### src/rtl/shared_field_pkg.sv
package shared_field_pkg;

    typedef enum logic [1:0] {
        WM_PLAIN = 2'd0,
        WM_CLR1  = 2'd1,
        WM_SET1  = 2'd2,
        WM_PULSE = 2'd3
    } wmode_e;

    typedef enum logic [1:0] {
        HW_IDLE = 2'd0,
        HW_SET  = 2'd1,
        HW_CLR  = 2'd2,
        HW_LOAD = 2'd3
    } hw_kind_e;

    typedef enum logic [1:0] {
        SRC_HOLD = 2'd0,
        SRC_SW   = 2'd1,
        SRC_HW   = 2'd2
    } upd_src_e;

endpackage

### src/rtl/swf_sw_path.sv
module swf_sw_path
    import shared_field_pkg::*;
#(
    parameter int     WIDTH    = 8,
    parameter wmode_e WR_MODE  = WM_PLAIN,
    parameter bit     GATE_LOW = 1'b0
) (
    input  logic [WIDTH-1:0] q_i,
    input  logic             sw_wr_i,
    input  logic             sw_rd_i,
    input  logic [WIDTH-1:0] wdata_i,
    input  logic [WIDTH-1:0] wbe_i,
    input  logic             gate_i,
    input  logic             pend_i,
    output logic             wr_ok_o,
    output logic             req_o,
    output logic [WIDTH-1:0] val_o,
    output logic             acc_o
);
    logic             allow;
    logic [WIDTH-1:0] hit;
    logic [WIDTH-1:0] written;

    assign allow   = GATE_LOW ? ~gate_i : gate_i;
    assign wr_ok_o = sw_wr_i & allow;
    assign hit     = wdata_i & wbe_i;
    assign acc_o   = sw_rd_i | wr_ok_o;

    always_comb begin
        unique case (WR_MODE)
            WM_CLR1:  written = q_i & ~hit;
            WM_SET1:  written = q_i | hit;
            default:  written = (q_i & ~wbe_i) | hit;
        endcase
    end

    always_comb begin
        if (wr_ok_o) begin
            req_o = 1'b1;
            val_o = written;
        end else if (pend_i) begin
            req_o = 1'b1;
            val_o = '0;
        end else begin
            req_o = 1'b0;
            val_o = q_i;
        end
    end
endmodule

### src/rtl/swf_hw_path.sv
module swf_hw_path
    import shared_field_pkg::*;
#(
    parameter int WIDTH  = 8,
    parameter bit WE_LOW = 1'b0
) (
    input  logic             hw_set_i,
    input  logic             hw_clr_i,
    input  logic             hw_we_i,
    input  logic [WIDTH-1:0] hw_next_i,
    output logic             req_o,
    output logic [WIDTH-1:0] val_o
);
    hw_kind_e kind;
    logic     load_en;

    assign load_en = WE_LOW ? ~hw_we_i : hw_we_i;

    always_comb begin
        if (hw_set_i)      kind = HW_SET;
        else if (hw_clr_i) kind = HW_CLR;
        else if (load_en)  kind = HW_LOAD;
        else               kind = HW_IDLE;
    end

    always_comb begin
        unique case (kind)
            HW_SET:  val_o = '1;
            HW_CLR:  val_o = '0;
            HW_LOAD: val_o = hw_next_i;
            default: val_o = '0;
        endcase
    end

    assign req_o = (kind != HW_IDLE);
endmodule

### src/rtl/swf_reduce.sv
module swf_reduce #(
    parameter int WIDTH = 8
) (
    input  logic [WIDTH-1:0] val_i,
    output logic             and_o,
    output logic             or_o,
    output logic             xor_o
);
    assign and_o = &val_i;
    assign or_o  = |val_i;
    assign xor_o = ^val_i;
endmodule

### src/rtl/shared_reg_field.sv
module shared_reg_field
    import shared_field_pkg::*;
#(
    parameter int         WIDTH       = 8,
    parameter wmode_e     WR_MODE     = WM_PLAIN,
    parameter bit         GATE_LOW    = 1'b0,
    parameter bit         WE_LOW      = 1'b0,
    parameter bit         HW_PRIORITY = 1'b0,
    parameter bit         HAS_RESET   = 1'b1,
    parameter [WIDTH-1:0] RESET_VAL   = '0
) (
    input  logic             clk,
    input  logic             rst_n,
    input  logic             sw_wr_i,
    input  logic             sw_rd_i,
    input  logic [WIDTH-1:0] sw_wdata_i,
    input  logic [WIDTH-1:0] sw_wbe_i,
    input  logic             sw_gate_i,
    input  logic             hw_we_i,
    input  logic [WIDTH-1:0] hw_next_i,
    input  logic             hw_set_i,
    input  logic             hw_clr_i,
    output logic [WIDTH-1:0] value_o,
    output logic             sw_acc_o,
    output logic             sw_mod_o,
    output logic             and_o,
    output logic             or_o,
    output logic             xor_o
);
    localparam bit SW_FIRST   = (HW_PRIORITY == 1'b0);
    localparam bit PULSE_MODE = (WR_MODE == WM_PULSE);

    logic [WIDTH-1:0] q, q_nxt, sw_val, hw_val;
    logic             sw_req, sw_wr_ok, hw_req, pend;
    upd_src_e         src;

    swf_sw_path #(.WIDTH(WIDTH), .WR_MODE(WR_MODE), .GATE_LOW(GATE_LOW)) u_sw (
        .q_i(q), .sw_wr_i(sw_wr_i), .sw_rd_i(sw_rd_i), .wdata_i(sw_wdata_i),
        .wbe_i(sw_wbe_i), .gate_i(sw_gate_i), .pend_i(pend),
        .wr_ok_o(sw_wr_ok), .req_o(sw_req), .val_o(sw_val), .acc_o(sw_acc_o)
    );

    swf_hw_path #(.WIDTH(WIDTH), .WE_LOW(WE_LOW)) u_hw (
        .hw_set_i(hw_set_i), .hw_clr_i(hw_clr_i), .hw_we_i(hw_we_i),
        .hw_next_i(hw_next_i), .req_o(hw_req), .val_o(hw_val)
    );

    swf_reduce #(.WIDTH(WIDTH)) u_red (
        .val_i(q), .and_o(and_o), .or_o(or_o), .xor_o(xor_o)
    );

    // update decision: HOLD, SW or HW
    always_comb begin
        if (sw_req && hw_req) src = SW_FIRST ? SRC_SW : SRC_HW;
        else if (sw_req)      src = SRC_SW;
        else if (hw_req)      src = SRC_HW;
        else                  src = SRC_HOLD;
    end

    always_comb begin
        unique case (src)
            SRC_SW:  q_nxt = sw_val;
            SRC_HW:  q_nxt = hw_val;
            default: q_nxt = q;
        endcase
    end

    generate
        if (HAS_RESET) begin : g_rst
            always_ff @(posedge clk or negedge rst_n) begin
                if (!rst_n) q <= RESET_VAL;
                else        q <= q_nxt;
            end
        end else begin : g_norst
            always_ff @(posedge clk) begin
                q <= q_nxt;
            end
        end
    endgenerate

    always_ff @(posedge clk or negedge rst_n) begin
        if (!rst_n) pend <= 1'b0;
        else        pend <= PULSE_MODE && (src == SRC_SW) && sw_wr_ok;
    end

    assign value_o  = q;
    assign sw_mod_o = (src == SRC_SW) && sw_wr_ok && (sw_val != q);

    // ---------------- assertions ----------------
    logic wr_allowed;
    assign wr_allowed = GATE_LOW ? ~sw_gate_i : sw_gate_i;

    p_denied_quiet_r5: assert property (@(posedge clk) disable iff (!rst_n)
        (sw_wr_i && !wr_allowed && !sw_rd_i) |-> (!sw_acc_o && !sw_mod_o));

    p_set_wins_r6: assert property (@(posedge clk) disable iff (!rst_n)
        (hw_set_i && !(sw_req && SW_FIRST)) |=> (&value_o));

    p_idle_holds_r7: assert property (@(posedge clk) disable iff (!rst_n)
        (!sw_req && !hw_req) |=> $stable(value_o));

    p_mod_has_acc_r10: assert property (@(posedge clk) disable iff (!rst_n)
        sw_mod_o |-> sw_acc_o);

    p_mod_changes_r10: assert property (@(posedge clk) disable iff (!rst_n)
        sw_mod_o |=> (value_o != $past(value_o)));

    p_and_implies_or_r11: assert property (@(posedge clk) disable iff (!rst_n)
        and_o |-> (or_o && (value_o != '0)));

    generate
        if (PULSE_MODE) begin : g_pulse_chk
            p_pulse_clears_r4: assert property (@(posedge clk) disable iff (!rst_n)
                ((src == SRC_SW) && sw_wr_ok) ##1 (!sw_wr_ok && !hw_req)
                |=> (value_o == '0));
        end
    endgenerate
endmodule

### config.mk
export PLATFORM = sky130hd
export DESIGN_NAME = shared_reg_field
export DESIGN_NICKNAME = d
export VERILOG_FILES = /design/src/rtl/shared_field_pkg.sv /design/src/rtl/swf_sw_path.sv /design/src/rtl/swf_hw_path.sv /design/src/rtl/swf_reduce.sv /design/src/rtl/shared_reg_field.sv
export SDC_FILE = /design/constraint.sdc
export NUM_CORES = 1
export LEC_CHECK = 0
export ABC_AREA = 1
export CORE_MARGIN = 5
export CORE_UTILIZATION = 45
export CTS_BUF_LIST = sky130_fd_sc_hd__clkbuf_4 sky130_fd_sc_hd__clkbuf_8
export DETAILED_ROUTE_END_ITERATION = 8
export DONT_BUFFER_PORTS = 1
export PLACE_DENSITY = 0.61
export SETUP_SLACK_MARGIN = 0.02
export SKIP_LAST_GASP = 1
export SLEW_MARGIN = 20
export SYNTH_ARGS = -nofsm -noshare
export SYNTH_HDL_FRONTEND = slang
export SYNTH_SLANG_ARGS = --single-unit
### constraint.sdc
create_clock -name clk -period 2.5 [get_ports clk]
set_input_delay 0.5 -clock clk [delete_from_list [all_inputs] [get_ports clk]]
set_output_delay 0.5 -clock clk [all_outputs]
set_load 0.01 [all_outputs]
== Yosys cells after proc, flatten, opt, wreduce, memory -nomap -nowiden ==
Index checks and enable logic that the tools add are counted.
Operators by class
  equality and inequality tests: 5
  mux-type cells: 10
  bitwise logic cells: 6
  reduce and logical (&&, ||, !) cells: 8
Operators by type and width (count)
  $pmux 8 s2: 2
  $and 8x8->8: 2
  $mux 2: 6
  $mux 8: 1
  $ne 8x8->1: 1
  $not 8->8: 1
  $or 8x8->8: 1
  $reduce_and 8->1: 1
  $reduce_or 8->1: 1
  $reduce_xor 8->1: 1
  $eq 2x1->1 const B: 2
  $eq 2x2->1 const B: 2
  $reduce_bool 2->1: 2
  $logic_and 1x1->1: 3
  $and 1x1->1: 1
  $mux 1: 1
  $or 1x1->1: 1
Storage, ports and cells
  flip-flop bits (word level): 8
  bits of input ports: 32
  output and inout port bits: 13
  word-level logic and storage cells: 30

== Longest topological paths before layout ==
Gate-level depths: netlist of run 1.
  depth after elaboration: 10
  mapped depth: 8
  depth with buffers taken out: 8

== Modules after synthesis ==
From an unflattened synthesis of run 1, not the netlist that was laid out.
Unflattened totals
  cell total of the unflattened synthesis: 212
  area total of the unflattened synthesis: 1108.6 sq um
By module, submodules not included
  shared_reg_field: instances 1, cells an instance 91, area an instance 539.3 sq um, sequential area each 200.2 sq um
  swf_sw_path: instances 1, cells an instance 61, area an instance 249.0 sq um, sequential area each 0.0 sq um
  swf_reduce: instances 1, cells an instance 39, area an instance 219.0 sq um, sequential area each 0.0 sq um
  swf_hw_path: instances 1, cells an instance 21, area an instance 101.3 sq um, sequential area each 0.0 sq um

== Worst setup path before layout of run 1 ==
OpenSTA, ideal clock, no wires.
  path type: register to output
  from: register q[2] (netlist: value_o[2])
  to: output port xor_o
  arrival time: 1187 ps
  data required time: 2000 ps
  setup slack: 813 ps
  stages on the path, launching flop included: 5
  buffers on the path: 0
  path through: dfrtp_1 -> inv_1 -> ha_1 -> xor2_1 -> xnor2_1
Between the ends
  word-level cells in the longest chain between the ends: 1
RTL lines
  start: declaration: line shared_reg_field.sv:33  | logic [WIDTH-1:0] q, q_nxt, sw_val, hw_val;
  start signal: assignment: line shared_reg_field.sv:72  | else q <= q_nxt;
  $reduce_xor 8->1: line swf_reduce.sv:11  | assign xor_o = ^val_i;
  end: declaration: line shared_reg_field.sv:28  | output logic xor_o
No other way between the ends.

== Worst setup path in the final report of run 1 ==
  from: register q[6] (netlist: value_o[6])
  to: output port xor_o
Same word-level chain as after synthesis.

==> results of run 1 <==
==> cell usage in the layout, fill, tap and decap left out, types with 2 or more instances in the layout <==
| cell | instances |
|---|---|
| sky130_fd_sc_hd__o21ai_1 | 4 |
| sky130_fd_sc_hd__nand3_1 | 20 |
| sky130_fd_sc_hd__nand2_1 | 47 |
| sky130_fd_sc_hd__nand4_1 | 2 |
| sky130_fd_sc_hd__inv_1 | 28 |
| sky130_fd_sc_hd__ha_1 | 8 |
| sky130_fd_sc_hd__nor2_4 | 3 |
| sky130_fd_sc_hd__xnor2_1 | 2 |
| sky130_fd_sc_hd__dfrtp_1 | 8 |
| sky130_fd_sc_hd__clkbuf_4 | 3 |
| sky130_fd_sc_hd__o21ai_2 | 2 |
| sky130_fd_sc_hd__nor2_1 | 4 |
| sky130_fd_sc_hd__o21ai_0 | 13 |
==> cell type report <==
cell class,count,area (um2)
Clock buffer,3,22.5
Fill cell,212,978
Inverter,30,113
Multi-Input combinational cell,108,584
Sequential cell,8,200
Tap cell,27,33.8
Timing Repair Buffer,1,10.0
==> how the worst min path moves through the flow <==
stage                             from                endpoint  cells past startpoint
after CTS                 hw_next_i[7]  value_o[7]$_DFFE_PN0P_                      4
after global placement           rst_n  value_o[5]$_DFFE_PN0P_                      0
final                     hw_next_i[7]  value_o[7]$_DFFE_PN0P_                      4
after floorplan                  rst_n  value_o[0]$_DFFE_PN0P_                      0
after detailed placement         rst_n  value_o[4]$_DFFE_PN0P_                      0
after global routing      hw_next_i[2]  value_o[2]$_DFFE_PN0P_                      4
==> layer usage <==
layer	vias to the layer above	track usage (%)	part of all wire (%)
met5	-	0	0
met4	0	7.29	2.1
met3	5	4.02	9.2
met2	28	23.8	46
met1	346	18.7	43
li1	467	-	-
==> what timing repair did <==
| item | in CTS | in global routing |
|---|---|---|
| hold buffers | 1 | 0 |
| resized for setup | 0 | 0 |
| endpoints found under the hold margin | 8 | 0 |
==> power by group through the flow <==
stage / Clock (mW) / Sequential, mW / Combinational (mW)
6_report: 0.0950 / 0.176 / 0.165
3_5_place_dp: 0 / 0.178 / 0.165
3_3_place_gp: 0 / 0.177 / 0.162
4_1_cts: 0.0990 / 0.176 / 0.169
5_1_grt: 0.0999 / 0.179 / 0.192
2_1_floorplan: 0 / 0.171 / 0.142
==> logic make-up (layout without fill, tap and decap cells) <==
| family | after synthesis | after routing | synth area share [%] |
|---|---|---|---|
| simple gates | 78 | 78 | 38.9 |
| buf+inv | 32 | 34 | 14.1 |
| compound gates | 19 | 19 | 11.2 |
| fa+ha+maj | 8 | 8 | 11.0 |
| flops | 8 | 8 | 21.9 |
| xor+xnor | 3 | 3 | 2.88 |
==> stage by stage <==
step,setup slack [ps],area [um2],utilization (%),std cells
6_report,455,963,49.6,177
3_3_place_gp,712,931,47.9,173
2_1_floorplan,813,913,-,148
3_5_place_dp,707,931,47.9,173
4_1_cts,430,963,49.6,177
5_1_grt,351,963,49.6,177
==> worst max-delay path: stages, from the launching register on <==
cell                      delay, ps
sky130_fd_sc_hd__dfrtp_1        460
sky130_fd_sc_hd__inv_1           90
sky130_fd_sc_hd__ha_1           310
sky130_fd_sc_hd__xnor2_1        140
sky130_fd_sc_hd__xnor2_1        290
==> impl_metrics.sql, run 1 <==
INSERT INTO impl_metrics (metric_group, metric, value, unit) VALUES
('synthesis', 'most_instantiated_flip_flop_cell_in_the_synthesis_netlist', 'sky130_fd_sc_hd__dfrtp_1', ''),
('sta', 'grt_setup_unrepaired', 'no', ''),
('sta', 'fmax', '0.489', 'GHz'),
('routing', 'postRouteWirelength', '2070', 'um'),
('floorplan', 'area_of_the_die', '0.00303', 'mm2'),
('pwr', 'total_leakage_power', '0.554', 'nW'),
('critical_path', 'cell_depth_of_the_worst_flop_to_flop_path', '2', ''),
('cts', 'ctsHtreeMaxLevel', '1', ''),
('critical_path', 'endpoint_of_the_worst_register_to_register_path', 'value_o[3]$_DFFE_PN0P_', ''),
('synthesis', 'top_count_cell_post_synth', 'sky130_fd_sc_hd__nand2_1', ''),
('sta', 'setup_viol', '0', ''),
('place', 'dp_hpwl', '1840', 'um'),
('synthesis', 'netlist_top_cells_count', 'sky130_fd_sc_hd__nand2_1, sky130_fd_sc_hd__inv_1, sky130_fd_sc_hd__nand3_1', ''),
('finish', 'drive_above_1_share', '7.33', '%'),
('pwr', 'switching_share', '39.3', '%'),
('worst_hold_path', 'hold_path.class', 'input port to register', ''),
('synthesis', 'avgSynthCellArea', '6.17', 'um2'),
('floorplan', 'row_count', '16', ''),
('cts', 'cts-root-buf', 'sky130_fd_sc_hd__clkbuf_4', ''),
('critical_path', 'ff2ff_setup_slack', '1560', 'ps'),
('routing', 'final_antenna_net_count', '0', ''),
('cts', 'post-cts-setup-buffer-count', '0', ''),
('routing', 'drt_iter0_drc', '11', ''),
('synthesis', 'ys_warn_count', '0', ''),
('critical_path', 'largest_fanout_on_the_critical_path', '5', ''),
('cts', 'cts.reportedPaths.clkPinSlew', '50', 'ps'),
('routing', 'detail_route.vias_per_cell', '4.78', ''),
('place', 'routabilityCongestion', '0.780', ''),
('critical_path', 'worstSetupEndpoint', 'xor_o', ''),
('pwr', 'post-layout-total-power', '0.436', 'mW'),
('synthesis', 'synth_nets', '188', ''),
('synthesis', 'share_of_synthesized_area_occupied_by_flip_flops_and_latches', '21.9', '%'),
('synthesis', 'yosys-top-cells-area', 'sky130_fd_sc_hd__dfrtp_1, sky130_fd_sc_hd__nand2_1, sky130_fd_sc_hd__inv_1', ''),
('cts', 'clock_tree_from_tritoncts', 'done', ''),
('status', 'outcome', 'complete, no violations', ''),
('finish', 'layout.nets', '192', ''),
('sta', 'post-route-min-period', '2050', 'ps'),
('grt', 'wire_length_of_the_first_global_routing_pass', '3200', 'um'),
('sta', 'final-hold-violation-count', '0', ''),
('sta', 'slew_violations', '0', ''),
('grt', 'initial_antenna_violation_count', '0', ''),
('grt', 'grt_start_max_net_pins', '16', ''),
('synthesis', 'netlist_instances', '148', ''),
('sta', 'actual_transition_at_the_worst_max_transition_pin', '337', 'ps'),
('critical_path', 'critical_path_required', '2000', 'ps'),
('synthesis', 'post_synth_num_cell_types', '19', ''),
('routing', 'wl_per_cell', '11.7', 'um'),
('grt', 'grt_remaining_overflow', '0', ''),
('sta', 'post-route-period-util', '81.8', '%'),
('critical_path', 'crit_path_category', 'register to output pin', ''),
('critical_path', 'cp-start-kind', 'register', ''),
('cts', 'worst_skew_pair.late_latency', '250', 'ps'),
('cts', 'clockBufferDepth', '2', ''),
('pwr', 'irDropWorstVdd', '0.282', 'mV'),
('finish', 'largest_register_ffs', '8', ''),
('critical_path', 'cp_data_arrival_time', '1550', 'ps'),
('synthesis', 'netlist.area_leader.share', '21.9', '%'),
('routing', 'detail_route.first_pass.iterations', '4', ''),
('synthesis', 'synth_area_leader_cell', 'sky130_fd_sc_hd__dfrtp_1', ''),
('floorplan', 'core_area', '0.00194', 'mm2'),
('cts', 'clock_sinks', '8', ''),
('finish', 'num_antenna_cells', '0', ''),
('finish', 'area_growth_syn_to_layout', '5.48', '%'),
('pwr', 'pwr-share-seq', '40.3', '%'),
('grt', 'grt_usage', '15.0', '%'),
('routing', 'drc', '0', ''),
('routing', 'vias', '846', ''),
('synthesis', 'syn_area', '913', 'um2'),
('cts', 'numCtsBuffers', '3', ''),
('sta', 'fin_setup_tns', '0', 'ps'),
('floorplan', 'fp.dieW', '55.1', 'um');
(Power assumes the default switching activity.)
==> inputs of run 2 (changes only) <==
--- a/config.mk
+++ b/config.mk
@@ -5,13 +5,13 @@
 export SDC_FILE = /design/constraint.sdc
 export NUM_CORES = 1
 export LEC_CHECK = 0
-export ABC_AREA = 1
+export ABC_AREA = 0
 export CORE_MARGIN = 5
 export CORE_UTILIZATION = 45
 export CTS_BUF_LIST = sky130_fd_sc_hd__clkbuf_4 sky130_fd_sc_hd__clkbuf_8
 export DETAILED_ROUTE_END_ITERATION = 8
 export DONT_BUFFER_PORTS = 1
-export PLACE_DENSITY = 0.61
+export PLACE_DENSITY = 0.63
 export SETUP_SLACK_MARGIN = 0.02
 export SKIP_LAST_GASP = 1
 export SLEW_MARGIN = 20
==> constraint.sdc (replaced) <==
create_clock -name clk -period 1.79 [get_ports clk]
set_input_delay 0.358 -clock clk [delete_from_list [all_inputs] [get_ports clk]]
set_output_delay 0.358 -clock clk [all_outputs]
set_load 0.01 [all_outputs]
==> impl_metrics.sql, run 2 <==
INSERT INTO impl_metrics (metric_group, metric, value, unit) VALUES
('pwr', 'irDropWorstVdd', '0.451', 'mV'),
('critical_path', 'crit_buf_inv', '1', ''),
('place', 'dp_hpwl', '1770', 'um'),
('floorplan', 'core_area', '0.00171', 'mm2'),
('critical_path', 'setup.worst_path.start', 'value_o[3]$_DFFE_PN0P_', ''),
('critical_path', 'ff2ff_setup_slack', '640', 'ps'),
('synthesis', 'yosys-top-cells-area', 'sky130_fd_sc_hd__dfrtp_1, sky130_fd_sc_hd__ha_1, sky130_fd_sc_hd__xor2_1', ''),
('critical_path', 'crit_path_category', 'register to output pin', ''),
('cts', 'clock_tree_from_tritoncts', 'done', ''),
('critical_path', 'cp_data_arrival_time', '1390', 'ps'),
('floorplan', 'row_count', '15', ''),
('place', 'routabilityCongestion', '0.776', ''),
('grt', 'wire_length_of_the_first_global_routing_pass', '3630', 'um'),
('synthesis', 'post_synth_edffs', '0', ''),
('routing', 'wl_per_cell', '18.8', 'um'),
('floorplan', 'initial_utilization', '47.2', '%'),
('floorplan', 'boundaryPins', '45', ''),
('routing', 'detail_route.first_pass.iterations', '4', ''),
('routing', 'final_antenna_net_count', '0', ''),
('sta', 'post-route-worst-setup-slack', '43.3', 'ps'),
('critical_path', 'endpoint_of_the_worst_register_to_register_path', 'value_o[5]$_DFFE_PN0P_', ''),
('critical_path', 'cell_depth_of_the_worst_flop_to_flop_path', '4', ''),
('critical_path', 'worstSetupEndpoint', 'xor_o', ''),
('synthesis', 'netlist_instances', '92', ''),
('sta', 'setup_viol', '0', ''),
('sta', 'maxSlewHeadroom', '72.8', '%'),
('cts', 'worst_skew_pair.late_latency', '270', 'ps'),
('synthesis', 'ys_async_sr_fraction', '100', '%'),
('grt', 'initial_antenna_violation_count', '0', ''),
('synthesis', 'synth_nets', '132', ''),
('finish', 'final_cell_area', '0.00104', 'mm2'),
('floorplan', 'vertical_die_dimension', '52.3', 'um'),
('finish', 'num_antenna_cells', '0', ''),
('cts', 'post-cts-setup-buffer-count', '0', ''),
('pwr', 'post-layout-total-power', '0.723', 'mW'),
('floorplan', 'area_of_the_die', '0.00274', 'mm2'),
('sta', 'post-route-period-util', '97.6', '%'),
('sta', 'actual_transition_at_the_worst_max_transition_pin', '407', 'ps'),
('routing', 'drc', '0', ''),
('critical_path', 'path_depth', '4', ''),
('cts', 'clockBufferDepth', '2', ''),
('routing', 'postRouteWirelength', '2390', 'um'),
('grt', 'grt_start_max_net_pins', '11', ''),
('finish', 'final_core_utilization', '60.7', '%'),
('place', 'detailedPlace.worstSlack', '153', 'ps'),
('status', 'outcome', 'complete, no violations', ''),
('synthesis', 'netlist.area_leader.share', '24.8', '%'),
('routing', 'vias', '740', ''),
('synthesis', 'syn_area', '806', 'um2'),
('worst_hold_path', 'hold_path.class', 'input port to register', ''),
('sta', 'clock_skew', '0', 'ps'),
('cts', 'cts-root-buf', 'sky130_fd_sc_hd__clkbuf_4', ''),
('sta', 'fmax', '0.573', 'GHz'),
('grt', 'grt_pass1_vias', '783', ''),
('grt', 'grt_usage', '18.5', '%'),
('critical_path', 'r2r_start', 'value_o[5]$_DFFE_PN0P_', ''),
('critical_path', 'cp_slowest_cell', 'sky130_fd_sc_hd__dfrtp_2', ''),
('critical_path', 'crit_chain', 'inv_2 > ha_4 > xnor2_4 > xnor2_2', ''),
('grt', 'grt_remaining_overflow', '0', ''),
('synthesis', 'post_synth_num_cell_types', '28', ''),
('synthesis', 'most_instantiated_flip_flop_cell_in_the_synthesis_netlist', 'sky130_fd_sc_hd__dfrtp_1', ''),
('finish', 'layout.nets', '144', ''),
('critical_path', 'end_kind', 'output pin', ''),
('cts', 'clock_sinks', '8', ''),
('critical_path', 'cp-start-kind', 'register', ''),
('finish', 'largest_register_ffs', '8', ''),
('routing', 'detail_route.vias_per_cell', '5.83', ''),
('cts', 'ctsHtreeMaxLevel', '1', ''),
('routing', 'drt_iter0_drc', '8', ''),
('sta', 'post-route-min-period', '1750', 'ps'),
('critical_path', 'cell_type_group_with_the_largest_total_delay_on_the_critical_path', 'flip-flops', ''),
('cts', 'cts.reportedPaths.clkPinSlew', '60', 'ps'),
('sta', 'finalHoldWorstSlack', '287', 'ps'),
('synthesis', 'netlist_top_cells_count', 'sky130_fd_sc_hd__inv_1, sky130_fd_sc_hd__xor2_1, sky130_fd_sc_hd__a21oi_1, sky130_fd_sc_hd__dfrtp_1, sky130_fd_sc_hd__ha_1', ''),
('run', 'max_cap_violations', '0', ''),
('finish', 'n_fill_cell', '153', ''),
('finish', 'area_growth_syn_to_layout', '28.7', '%'),
('place', 'place_area', '888', 'um2'),
('critical_path', 'critical_path_required', '1430', 'ps'),
('synthesis', 'yosys_register_bits', '8', ''),
('pwr', 'power_per_standard_cell_area', '697', 'mW/mm2'),
('synthesis', 'synth_area_leader_cell', 'sky130_fd_sc_hd__dfrtp_1', ''),
('synthesis', 'ys_warn_count', '0', ''),
('sta', 'slew_violations', '0', ''),
('floorplan', 'fp.dieW', '52.3', 'um'),
('sta', 'final-hold-violation-count', '0', ''),
('pwr', 'total_leakage_power', '0.425', 'nW'),
('critical_path', 'timing.critical_path.slowest_cell_delay', '460', 'ps'),
('synthesis', 'avgSynthCellArea', '8.76', 'um2'),
('finish', 'mostFrequentLayoutCells', 'sky130_fd_sc_hd__a21oi_1, sky130_fd_sc_hd__buf_4, sky130_fd_sc_hd__xor2_1, sky130_fd_sc_hd__o21ai_0', ''),
('critical_path', 'largest_fanout_on_the_critical_path', '4', ''),
('place', 'i_o_buffers', '0', ''),
('cts', 'numCtsBuffers', '3', ''),
('finish', 'drive_above_1_share', '34.3', '%'),
('synthesis', 'share_of_synthesized_area_occupied_by_flip_flops_and_latches', '24.8', '%'),
('sta', 'grt_setup_unrepaired', 'yes', '');
[run 2: cell count changes after synthesis, sizes merged, moves of 8 or more]
| cell | before | now |
|---|---|---|
| a21oi | 0 | 8 |
| inv | 29 | 9 |
| nand2 | 49 | 1 |
| nand3 | 20 | 0 |
| o21ai | 19 | 7 |
| xor2 | 1 | 9 |
[run 2: area by class of cell]
cell class	instances	area (um2)	share of cell area, %
well taps	25	31.3	3.02
inverters	9	33.8	3.26
multi-input cells	73	677	65.3
clock buffers	3	22.5	2.17
flip-flops and latches	8	203	19.5
repair buffers	9	70.1	6.76
[run 2: what timing repair did]
item	in CTS	in global routing
endpoints found under the hold margin	8	0
endpoints found under the setup margin	2	2
pin swaps	1	4
cloned	0	0
gates resized for setup	7	14
hold buffers	1	0
[run 2: metrics by stage]
stage	std cells	TNS, ps
5_1_grt	127	0
2_1_floorplan	92	0
3_3_place_gp	123	0
3_5_place_dp	123	0
4_1_cts	127	-8.60
6_report	127	0
[run 2: worst min path at each step]
stage                  start                endpoint  slack (ps)  cells past startpoint
global placement       rst_n  value_o[4]$_DFFE_PN0P_          60                      0
CTS                 hw_set_i  value_o[5]$_DFFE_PN0P_         290                      2
floorplan              rst_n  value_o[0]$_DFFE_PN0P_          60                      0
finish              hw_set_i  value_o[5]$_DFFE_PN0P_         290                      2
global route        hw_set_i  value_o[5]$_DFFE_PN0P_         310                      2
detailed placement     rst_n  value_o[4]$_DFFE_PN0P_          60                      0
[run 2: where the power goes]
part	internal, mW	switching [mW]
clock network	0.0775	0.0723
registers	0.201	0.0222
logic	0.175	0.174
total	0.454	0.269
[run 2: layer usage]
| metal | global-route usage (%) | vias to the layer above | routed length (um) |
|---|---|---|---|
| met5 | 0 | - | 0 |
| met4 | 8.94 | 0 | 44 |
| met1 | 22.2 | 352 | 1000 |
| met3 | 5.70 | 4 | 193 |
| met2 | 29.5 | 31 | 1150 |
| li1 | - | 353 | - |
[run 2: kinds of logic after synthesis]
kind of cell / synth area share [%]
AO/OA/AOI/OAI: 25.0
XOR/XNOR: 12.0
adder cells (fa/ha/maj): 12.4
buffers and inverters: 5.28
flip-flops: 24.8
multiplexers: 1.40
AND/OR/NAND/NOR: 19.1
==> inputs of run 3 (changes only) <==
--- a/config.mk
+++ b/config.mk
@@ -11,6 +11,7 @@
 export CTS_BUF_LIST = sky130_fd_sc_hd__clkbuf_4 sky130_fd_sc_hd__clkbuf_8
 export DETAILED_ROUTE_END_ITERATION = 8
 export DONT_BUFFER_PORTS = 1
+export MAX_ROUTING_LAYER = met4
 export PLACE_DENSITY = 0.63
 export SETUP_SLACK_MARGIN = 0.02
 export SKIP_LAST_GASP = 1
==> impl_metrics.sql, run 3 (same netlist as run 2, synthesis figures left out) <==
INSERT INTO impl_metrics (metric_group, metric, value, unit) VALUES
('routing', 'vias', '740', ''),
('pwr', 'post-layout-total-power', '0.723', 'mW'),
('status', 'outcome', 'complete, no violations', ''),
('pwr', 'switching_share', '37.2', '%'),
('routing', 'detail_route.first_pass.iterations', '4', ''),
('place', 'place_area', '888', 'um2'),
('cts', 'clock_tree_from_tritoncts', 'done', ''),
('finish', 'mostFrequentLayoutCells', 'sky130_fd_sc_hd__a21oi_1, sky130_fd_sc_hd__buf_4, sky130_fd_sc_hd__xor2_1, sky130_fd_sc_hd__o21ai_0', ''),
('pwr', 'power.switching', '0.268', 'mW'),
('finish', 'multi_input_area', '677', 'um2'),
('place', 'detailedPlace.worstSlack', '153', 'ps'),
('pwr', 'total_leakage_power', '0.425', 'nW'),
('sta', 'clock_skew', '0', 'ps'),
('place', 'routabilityCongestion', '0.787', ''),
('floorplan', 'initial_utilization', '47.2', '%'),
('floorplan', 'core_area', '0.00171', 'mm2'),
('worst_hold_path', 'hp-start', 'hw_set_i', ''),
('routing', 'final_antenna_net_count', '0', ''),
('critical_path', 'critical_path_required', '1430', 'ps'),
('cts', 'numCtsBuffers', '3', ''),
('critical_path', 'endpoint_of_the_worst_register_to_register_path', 'value_o[5]$_DFFE_PN0P_', ''),
('place', 'i_o_buffers', '0', ''),
('cts', 'worst_skew_pair.late_latency', '260', 'ps'),
('cts', 'cts.reportedPaths.clkPinSlew', '60', 'ps'),
('finish', 'layout.nets', '144', ''),
('floorplan', 'fp.dieW', '52.3', 'um'),
('floorplan', 'area_of_the_die', '0.00274', 'mm2'),
('floorplan', 'vertical_die_dimension', '52.3', 'um'),
('routing', 'wl_per_cell', '18.8', 'um'),
('place', 'dp_hpwl', '1770', 'um'),
('finish', 'ff_latch_area', '203', 'um2'),
('finish', 'final_core_utilization', '60.7', '%'),
('critical_path', 'largest_fanout_on_the_critical_path', '4', ''),
('sta', 'setup_viol', '0', ''),
('pwr', 'p_comb_share', '48.4', '%'),
('sta', 'post-route-period-util', '97.8', '%'),
('sta', 'fmax', '0.571', 'GHz'),
('pwr', 'irDropWorstVdd', '0.453', 'mV'),
('place', 'numPlacedInstances', '123', ''),
('grt', 'grt_pass1_vias', '778', ''),
('sta', 'slew_violations', '0', ''),
('floorplan', 'boundaryPins', '45', ''),
('grt', 'wire_length_of_the_first_global_routing_pass', '3650', 'um'),
('sta', 'post-route-worst-setup-slack', '39.4', 'ps'),
('run', 'max_cap_violations', '0', ''),
('finish', 'area_growth_syn_to_layout', '28.7', '%'),
('critical_path', 'r2r_start', 'value_o[5]$_DFFE_PN0P_', ''),
('routing', 'drt_iter0_drc', '9', ''),
('worst_hold_path', 'hold_path.class', 'input port to register', ''),
('grt', 'grt_remaining_overflow', '0', ''),
('pwr', 'power_per_standard_cell_area', '697', 'mW/mm2'),
('critical_path', 'cell_depth_of_the_worst_flop_to_flop_path', '4', ''),
('critical_path', 'crit_path_category', 'register to output pin', ''),
('worst_hold_path', 'holdPathEnd', 'value_o[5]$_DFFE_PN0P_', ''),
('critical_path', 'cp-start-kind', 'register', ''),
('cts', 'cts-root-buf', 'sky130_fd_sc_hd__clkbuf_4', ''),
('grt', 'initial_antenna_violation_count', '0', ''),
('sta', 'actual_transition_at_the_worst_max_transition_pin', '401', 'ps'),
('cts', 'ctsHtreeMaxLevel', '1', ''),
('sta', 'final-hold-violation-count', '0', ''),
('sta', 'post-route-min-period', '1750', 'ps'),
('grt', 'grt_usage', '19.0', '%'),
('finish', 'layout.cells.non_filler', '127', ''),
('finish', 'num_antenna_cells', '0', ''),
('routing', 'postRouteWirelength', '2390', 'um'),
('sta', 'finalHoldWorstSlack', '288', 'ps'),
('sta', 'maxSlewHeadroom', '73.2', '%'),
('worst_hold_path', 'cell_count_of_the_worst_hold_path', '2', ''),
('critical_path', 'end_kind', 'output pin', ''),
('finish', 'largest_register_ffs', '8', ''),
('sta', 'grt_setup_unrepaired', 'yes', ''),
('routing', 'detail_route.vias_per_cell', '5.83', ''),
('floorplan', 'row_count', '15', ''),
('pwr', 'pwr-share-seq', '30.9', '%'),
('critical_path', 'ff2ff_setup_slack', '630', 'ps'),
('pwr', 'power_report.internal_total', '0.454', 'mW'),
('grt', 'grt_start_max_net_pins', '11', ''),
('finish', 'drive_above_1_share', '34.3', '%'),
('cts', 'clock_sinks', '8', ''),
('sta', 'fin_setup_tns', '0', 'ps'),
('pwr', 'pwr-share-clk', '20.7', '%'),
('finish', 'n_fill_cell', '153', ''),
('routing', 'drc', '0', ''),
('critical_path', 'cp_data_arrival_time', '1390', 'ps'),
('finish', 'final_cell_area', '0.00104', 'mm2'),
('cts', 'clockBufferDepth', '2', '');
==> run 3: how the worst max path moves through the flow <==
stage                           start    end  slack [ps]  cells after the start
2_1_floorplan  value_o[0]$_DFFE_PN0P_  xor_o         210                      4
3_3_place_gp   value_o[7]$_DFFE_PN0P_  xor_o         170                      4
3_5_place_dp   value_o[7]$_DFFE_PN0P_  xor_o         150                      4
4_1_cts        value_o[3]$_DFFE_PN0P_  xor_o          -9                      4
5_1_grt        value_o[5]$_DFFE_PN0P_  xor_o          10                      4
6_report       value_o[3]$_DFFE_PN0P_  xor_o          40                      4
==> run 3: worst max-delay path: stages, from the launching register on <==
cell and delay, ps:
sky130_fd_sc_hd__dfrtp_2 460, sky130_fd_sc_hd__inv_2 100, sky130_fd_sc_hd__ha_4 210, sky130_fd_sc_hd__xnor2_4 140, sky130_fd_sc_hd__xnor2_2 220
==> run 3: final cells by class <==
type | instances | share of cell area (%)
multi-input cells | 73 | 65.3
flip-flops and latches | 8 | 19.5
repair buffers | 9 | 6.76
inverters | 9 | 3.26
well taps | 25 | 3.02
clock buffers | 3 | 2.17
==> run 3: timing repair <==
| action | CTS | global route |
|---|---|---|
| gates resized for setup | 7 | 14 |
| hold endpoints to repair | 8 | 0 |
| endpoints found under the setup margin | 2 | 2 |
| setup buffers | 0 | 0 |
| hold buffers | 1 | 0 |
| pin swaps | 1 | 4 |
==> run 3: power groups by stage <==
stage / logic [mW] / registers, mW / clock network, mW
after floorplan: 0.160 / 0.236 / 0
after global placement: 0.237 / 0.221 / 0
after detailed placement: 0.239 / 0.223 / 0
after CTS: 0.287 / 0.220 / 0.148
after global routing: 0.379 / 0.226 / 0.155
final: 0.350 / 0.223 / 0.150
==> run 3: per-layer routing <==
metal  routed length (um)  track usage, %
met5                    0               -
met4                   43            8.94
met3                  189            5.41
met2                 1160            29.5
met1                  997            22.6
